File: src/rtl/rext_pkg.sv
package rext_pkg;
  localparam int unsigned WORD_W = 32;
  localparam int unsigned BYTE_W = 8;
  localparam int unsigned HALF_W = 16;
  localparam int unsigned ROT_W  = 2;

  // op[2] = unsigned, op[1:0] = field kind
  typedef enum logic [2:0] {
    EXT_SB = 3'b000,
    EXT_SH = 3'b001,
    EXT_SD = 3'b010,
    EXT_UB = 3'b100,
    EXT_UH = 3'b101,
    EXT_UD = 3'b110
  } ext_op_e;

  localparam logic [1:0] KIND_BYTE = 2'b00;
  localparam logic [1:0] KIND_HALF = 2'b01;
  localparam logic [1:0] KIND_DUAL = 2'b10;

  function automatic logic op_is_dual(logic [2:0] op);
    return op[1:0] == KIND_DUAL;
  endfunction
endpackage

File: src/rtl/rext_rotator.sv
module rext_rotator #(
  parameter int unsigned DATA_W = 32,
  parameter int unsigned STEP_W = 8,
  parameter int unsigned ROT_W  = 2
) (
  input  logic [DATA_W-1:0] din_i,
  input  logic [ROT_W-1:0]  rot_i,
  output logic [DATA_W-1:0] dout_o
);
  localparam int unsigned N_ROT = 1 << ROT_W;

  logic [DATA_W-1:0] cand [N_ROT];

  for (genvar k = 0; k < N_ROT; k++) begin : g_cand
    if (k == 0) begin : g_zero
      assign cand[k] = din_i;
    end else begin : g_rot
      assign cand[k] = {din_i[k*STEP_W-1:0], din_i[DATA_W-1:k*STEP_W]};
    end
  end

  assign dout_o = cand[rot_i];
endmodule

File: src/rtl/rext_extender.sv
module rext_extender #(
  parameter int unsigned DATA_W = 32,
  parameter int unsigned BYTE_W = 8,
  parameter int unsigned HALF_W = 16
) (
  input  logic [DATA_W-1:0] din_i,
  input  logic [2:0]        op_i,
  output logic [DATA_W-1:0] ext_o
);
  import rext_pkg::*;

  localparam int unsigned LANES = DATA_W / HALF_W;

  logic              sgn;
  logic [DATA_W-1:0] ext_byte, ext_half, ext_dual;

  assign sgn = ~op_i[2];

  assign ext_byte = {{(DATA_W-BYTE_W){sgn & din_i[BYTE_W-1]}}, din_i[BYTE_W-1:0]};
  assign ext_half = {{(DATA_W-HALF_W){sgn & din_i[HALF_W-1]}}, din_i[HALF_W-1:0]};

  // each lane widens its own low byte
  for (genvar l = 0; l < LANES; l++) begin : g_lane
    localparam int unsigned B = l * HALF_W;
    assign ext_dual[B +: HALF_W] =
      {{(HALF_W-BYTE_W){sgn & din_i[B+BYTE_W-1]}}, din_i[B +: BYTE_W]};
  end

  always_comb begin
    unique case (op_i[1:0])
      KIND_BYTE: ext_o = ext_byte;
      KIND_HALF: ext_o = ext_half;
      KIND_DUAL: ext_o = ext_dual;
      default:   ext_o = '0;
    endcase
  end
endmodule

File: src/rtl/rext_accum.sv
module rext_accum #(
  parameter int unsigned DATA_W = 32,
  parameter int unsigned HALF_W = 16
) (
  input  logic [DATA_W-1:0] ext_i,
  input  logic [DATA_W-1:0] acc_i,
  input  logic              acc_en_i,
  input  logic              dual_i,
  output logic [DATA_W-1:0] sum_o
);
  localparam int unsigned LANES = DATA_W / HALF_W;

  logic [DATA_W-1:0] msb_mask;
  logic [DATA_W-1:0] full_sum, lane_sum;

  for (genvar l = 0; l < DATA_W; l++) begin : g_mask
    assign msb_mask[l] = ((l % HALF_W) == HALF_W - 1) && (l < LANES * HALF_W);
  end

  assign full_sum = ext_i + acc_i;
  // strip lane MSBs so no carry leaves a lane, then restore them by XOR
  assign lane_sum = ((ext_i & ~msb_mask) + (acc_i & ~msb_mask))
                  ^ ((ext_i ^ acc_i) & msb_mask);

  always_comb begin
    if (!acc_en_i)   sum_o = ext_i;
    else if (dual_i) sum_o = lane_sum;
    else             sum_o = full_sum;
  end
endmodule

File: src/rtl/rext_acc_unit.sv
module rext_acc_unit #(
  parameter int unsigned DATA_W  = rext_pkg::WORD_W,
  parameter int unsigned ROT_W   = rext_pkg::ROT_W,
  parameter bit          REG_OUT = 1'b1
) (
  input  logic              clk_i,
  input  logic              rst_ni,
  input  logic [DATA_W-1:0] src_i,
  input  logic [DATA_W-1:0] acc_i,
  input  logic [ROT_W-1:0]  rot_i,
  input  logic [2:0]        op_i,
  input  logic              acc_en_i,
  output logic [DATA_W-1:0] res_o
);
  import rext_pkg::*;

  logic [DATA_W-1:0] rotated, extended, summed;

  rext_rotator #(.DATA_W(DATA_W), .STEP_W(BYTE_W), .ROT_W(ROT_W)) u_rot (
    .din_i (src_i),
    .rot_i (rot_i),
    .dout_o(rotated)
  );

  rext_extender #(.DATA_W(DATA_W), .BYTE_W(BYTE_W), .HALF_W(HALF_W)) u_ext (
    .din_i(rotated),
    .op_i (op_i),
    .ext_o(extended)
  );

  rext_accum #(.DATA_W(DATA_W), .HALF_W(HALF_W)) u_acc (
    .ext_i   (extended),
    .acc_i   (acc_i),
    .acc_en_i(acc_en_i),
    .dual_i  (op_is_dual(op_i)),
    .sum_o   (summed)
  );

  if (REG_OUT) begin : g_reg
    logic [DATA_W-1:0] res_q;
    always_ff @(posedge clk_i or negedge rst_ni) begin
      if (!rst_ni) res_q <= '0;
      else         res_q <= summed;
    end
    assign res_o = res_q;
  end else begin : g_comb
    logic unused_clk;
    assign unused_clk = clk_i ^ rst_ni;
    assign res_o = summed;
  end
endmodule

File: config.mk
export PLATFORM = sky130hd
export DESIGN_NAME = rext_acc_unit
export DESIGN_NICKNAME = d
export VERILOG_FILES = /design/src/rtl/rext_pkg.sv /design/src/rtl/rext_rotator.sv /design/src/rtl/rext_extender.sv /design/src/rtl/rext_accum.sv /design/src/rtl/rext_acc_unit.sv
export SDC_FILE = /design/constraint.sdc
export NUM_CORES = 1
export LEC_CHECK = 0
export ABC_CLOCK_PERIOD_IN_PS = 950
export BUFFER_PORTS_ARGS = -buffer_cell sky130_fd_sc_hd__buf_2
export CAP_MARGIN = 30
export CORE_UTILIZATION = 56
export CTS_CLUSTER_SIZE = 20
export DETAILED_ROUTE_END_ITERATION = 7
export PLACE_DENSITY = 0.85
export SYNTH_ARGS = -nofsm -noshare
export SYNTH_HDL_FRONTEND = slang
export SYNTH_SLANG_ARGS = --single-unit
File: constraint.sdc
create_clock -name clk_i -period 0.95 [get_ports clk_i]
set_input_delay 0.19 -clock clk_i [delete_from_list [all_inputs] [get_ports clk_i]]
set_output_delay 0.19 -clock clk_i [all_outputs]
set_load 0.01 [all_outputs]
==> impl_metrics.tcl, run 1 <==
set metrics [dict create \
    postCtsSetupRepairBufs 25 \
    cts_inserted_buffers 5 \
    die_h_um 83.86 \
    root_buffer "clkbuf_8" \
    status "stopped before the end" \
    synth-seq-area-share 0.2134 \
    error "[ERROR DPL-0033] detailed placement checks failed during check placement." \
    hpwlAfterDp_mm 11.76 \
    synth_cell_type_count 54 \
    clock-sinks 32 \
    yosys_register_bits 32 \
    synth.avg_cell_area_um2 8.140 \
    synthCells 461 \
    io_pins 104 \
    synth-edff-count 0 \
    stop_stage "clock tree synthesis" \
    cts_hold_buf 1 \
    ys_warn_count 0 \
    synth_ff_type "dfrtp_1" \
    gp_congestion 1.015 \
    ctsResizeCount 73 \
    die_x_um 83.86 \
    clockBufferDepth 2 \
    netlist_area_um2 3752 \
    synth_nets 566 \
    portBuffers 103 \
    initial_core_util 0.5843 \
    rows 29 \
    h-tree-depth 2 \
    async_flop_share 1.000 \
]
-- synth_stat cells, drive strengths merged (2+ instances only) --
master | n | area share
a21oi | 55 | 0.073
o21ai | 37 | 0.049
nor2 | 36 | 0.036
dfrtp | 32 | 0.21
ha | 31 | 0.10
nand2 | 27 | 0.027
a21o | 25 | 0.050
mux2i | 21 | 0.056
clkbuf | 19 | 0.019
a211oi | 18 | 0.037
mux2 | 15 | 0.045
inv | 14 | 0.014
xnor2 | 14 | 0.033
nor2b | 12 | 0.020
xor2 | 12 | 0.028
buf | 8 | 0.012
nand4 | 8 | 0.013
nor3 | 8 | 0.011
and3 | 7 | 0.012
nand3 | 7 | 0.0093
a211o | 6 | 0.014
nand2b | 5 | 0.0083
o21a | 5 | 0.010
a31oi | 3 | 0.0050
and4 | 3 | 0.0070
o211a | 3 | 0.0080
or2 | 3 | 0.0050
a221oi | 2 | 0.0063
and2 | 2 | 0.0033
fa | 2 | 0.011
nor4 | 2 | 0.0073
o211ai | 2 | 0.0040
o221ai | 2 | 0.0080
o31ai | 2 | 0.0077
or3 | 2 | 0.0033
-- stage by stage --
step           setup slack (ps)  TNS, ps  cells  cell area [um2]
2_1_floorplan             -2405   -54400    461             4030
3_3_place_gp              -2491   -64700    763             5587
3_5_place_dp              -2699   -71060    763             5587
-- cells by family after synthesis --
kind of cell / share of synthesized area
compound gates: 0.2994
simple gates: 0.1667
buf+inv: 0.04468
mux: 0.1010
fa+ha+maj: 0.1140
flops: 0.2134
xor+xnor: 0.06069
==> inputs of run 2 (changes only) <==
Settings changed: CORE_UTILIZATION 56 to 40, CTS_CLUSTER_SIZE 20 to unset, PLACE_DENSITY 0.85 to unset, PLACE_DENSITY_LB_ADDON set to 0.15.
==> impl_metrics.tcl, run 2 <==
set metrics [dict create \
    fin_cells 843 \
    layout_common_cells "buf_4, buf_2, nor2_1" \
    clock-sinks 32 \
    synth.avg_cell_area_um2 8.140 \
    drive_gt1_frac 0.5701 \
    synth_top_area_cell "dfrtp_1" \
    syn2layout_area_growth_pct 76.56 \
    power_density_nw_per_um2 1133 \
    yosysTopAreaCellShare 0.2134 \
    h-tree-depth 2 \
    critPathKind "input port to flop" \
    yosysMostFrequentCell "a21oi_1" \
    grt_pass1_vias 4476 \
    gp_congestion 0.9287 \
    grt_usage 0.2767 \
    violations "setup timing" \
    die_h_um 98.86 \
    dieArea_um2 9772 \
    synth-seq-area-share 0.2134 \
    drtAntennaViolNets 0 \
    vias 4554 \
    portBuffers 103 \
    ys_warn_count 0 \
    post-route-util 0.7451 \
    tightest_slew_ps 379.5 \
    synth_cell_type_count 54 \
    grt_overflow 0 \
    io_pins 104 \
    cp_cell_sequence "buf_8 > buf_8 > buf_12 > nor2b_1 > a211oi_1 > a211o_1 > buf_4 > buf_4 > fa_2 > nor2b_2 > o21ai_2 > a21oi_2 > o221ai_4 > buf_6 > a21oi_4 > nor3_2 > nor3_2 > buf_4 > xnor2_2 > a21oi_1" \
    final_common_cell "buf_4" \
    synth_ff_type "dfrtp_1" \
    antenna_found_initial 0 \
    rsz0062_at_grt "true" \
    netlist_area_um2 3752 \
    worstPathArrival_ps 3310 \
    die_x_um 98.86 \
    core_area_um2 8891 \
    wirelength_mm 13.85 \
    hold_class "input port to flop" \
    synth_nets 566 \
    root_buffer "clkbuf_8" \
    cpMostUsedCell "buf_4" \
    status "finished, violations left" \
    leakagePower_nw 3.288 \
    cp-end-kind "flop" \
    irDropWorstVdd_uv 564.0 \
    grt_max_degree 33 \
    slew_headroom 0.7451 \
    fillers 627 \
    cpMaxStageDelayCell "fa_2" \
    first_pass_iters 5 \
    hold_viol_final 0 \
    final_area_um2 6625 \
    finalCritPeriodShare 3.308 \
    max_cap_violations 0 \
    vias_per_cell 5.402 \
    critPathMaxStageDelay_ps 370 \
    drc 0 \
    async_flop_share 1.000 \
    dpl-instance-area_um2 5688 \
    crit_path_start_kind "input port" \
    fin_crit_ps 3143 \
    synthTopCellsByArea "dfrtp_1, ha_1, a21oi_1" \
    dr.first_iter.drc_count 179 \
    final_net_count 839 \
    pre_cts_slack_ps -2595 \
    wl_per_cell_um 16.43 \
    clkSlewWorstSetupHoldPaths_ps 70 \
    synth-edff-count 0 \
    rows 34 \
    initial_core_util 0.4220 \
    layout_setup_ws_ps -2193 \
    yosys_register_bits 32 \
    clockBufferDepth 2 \
    diodes 0 \
    largest_reg_flops 32 \
    synthCells 461 \
    tritoncts "done" \
    hpwlAfterDp_mm 10.17 \
    drv_slew 0 \
    placed_cells 804 \
    cts_inserted_buffers 5 \
    crit_required_ps 1120 \
    grt_pass1_wl_mm 21.56 \
    setup_viol 64 \
    yosys-top-cells-count "a21oi_1, nor2_1, o21ai_0" \
    max_freq_mhz 318.2 \
    worstPathMaxFanout 11 \
]
[run 2: cell families after synthesis]
logic type / Yosys count / share of synthesized area
compound gates: 169 / 0.2994
xor+xnor: 26 / 0.06069
fa+ha+maj: 33 / 0.1140
buf+inv: 41 / 0.04468
flops: 32 / 0.2134
mux: 36 / 0.1010
simple gates: 124 / 0.1667
[run 2: path summary, 6_finish.rpt]
path                       startpoint   endpoint  slack [ps]  depth (start not counted)
worst min-delay path        acc_i[31]  res_o[31]         230                          4
worst max-delay path         rot_i[1]  res_o[24]       -2190                         20
min in group asynchronous      rst_ni   res_o[4]         380                          3
max in group asynchronous      rst_ni  res_o[17]         380                          3
[run 2: area by class of cell]
| cell class | count | area (um2) | area share |
|---|---|---|---|
| Multi-Input combinational cell | 388 | 3457 | 0.5218 |
| Timing Repair Buffer | 293 | 2090 | 0.3154 |
| Sequential cell | 32 | 800.8 | 0.1209 |
| Tap cell | 108 | 135.1 | 0.02040 |
| Clock buffer | 8 | 90.09 | 0.01360 |
| Inverter | 14 | 52.55 | 0.007932 |
[run 2: critical path, delay by kind of cell]
family	cells	cell delay, ps
buffers and inverters	7	990
adders and majority gates	1	370
AOI/OAI and AO/OA	7	1040
and+or+nand+nor	4	590
xor gates and xnor gates	1	110
[run 2: power breakdown]
part           internal [mW]  switching, mW
sequential              1.59         0.0491
combinational           2.46           2.25
clock                  0.593          0.566
total                   4.64           2.87
[run 2: metrics by stage]
step	hold slack [ps]	power, mW	setup TNS, ps
after floorplan	-105.6	3.852	-54400
after global placement	157.7	5.413	-66070
after detailed placement	160.4	5.498	-67630
after CTS	210.1	7.142	-55670
after global routing	252.1	7.961	-59850
final	227.1	7.506	-56250
[run 2: layer usage]
metal,vias to the layer above,GRT usage,wire (um)
met5,-,0,0
met4,0,0.08381,275
met3,23,0.02340,701
met2,164,0.4653,6649
met1,2118,0.3769,6225
li1,2249,-,-
[run 2: repair_timing]
item | in CTS | in global routing
cloned | 1 | 0
gates resized for setup | 77 | 43
hold buffers | 1 | 0
pin swaps | 74 | 46
hold endpoints to repair | 32 | 0
endpoints found under the setup margin | 64 | 64
buffers inserted | 21 | 9
No activity file was read; power rests on OpenSTA's default activity.
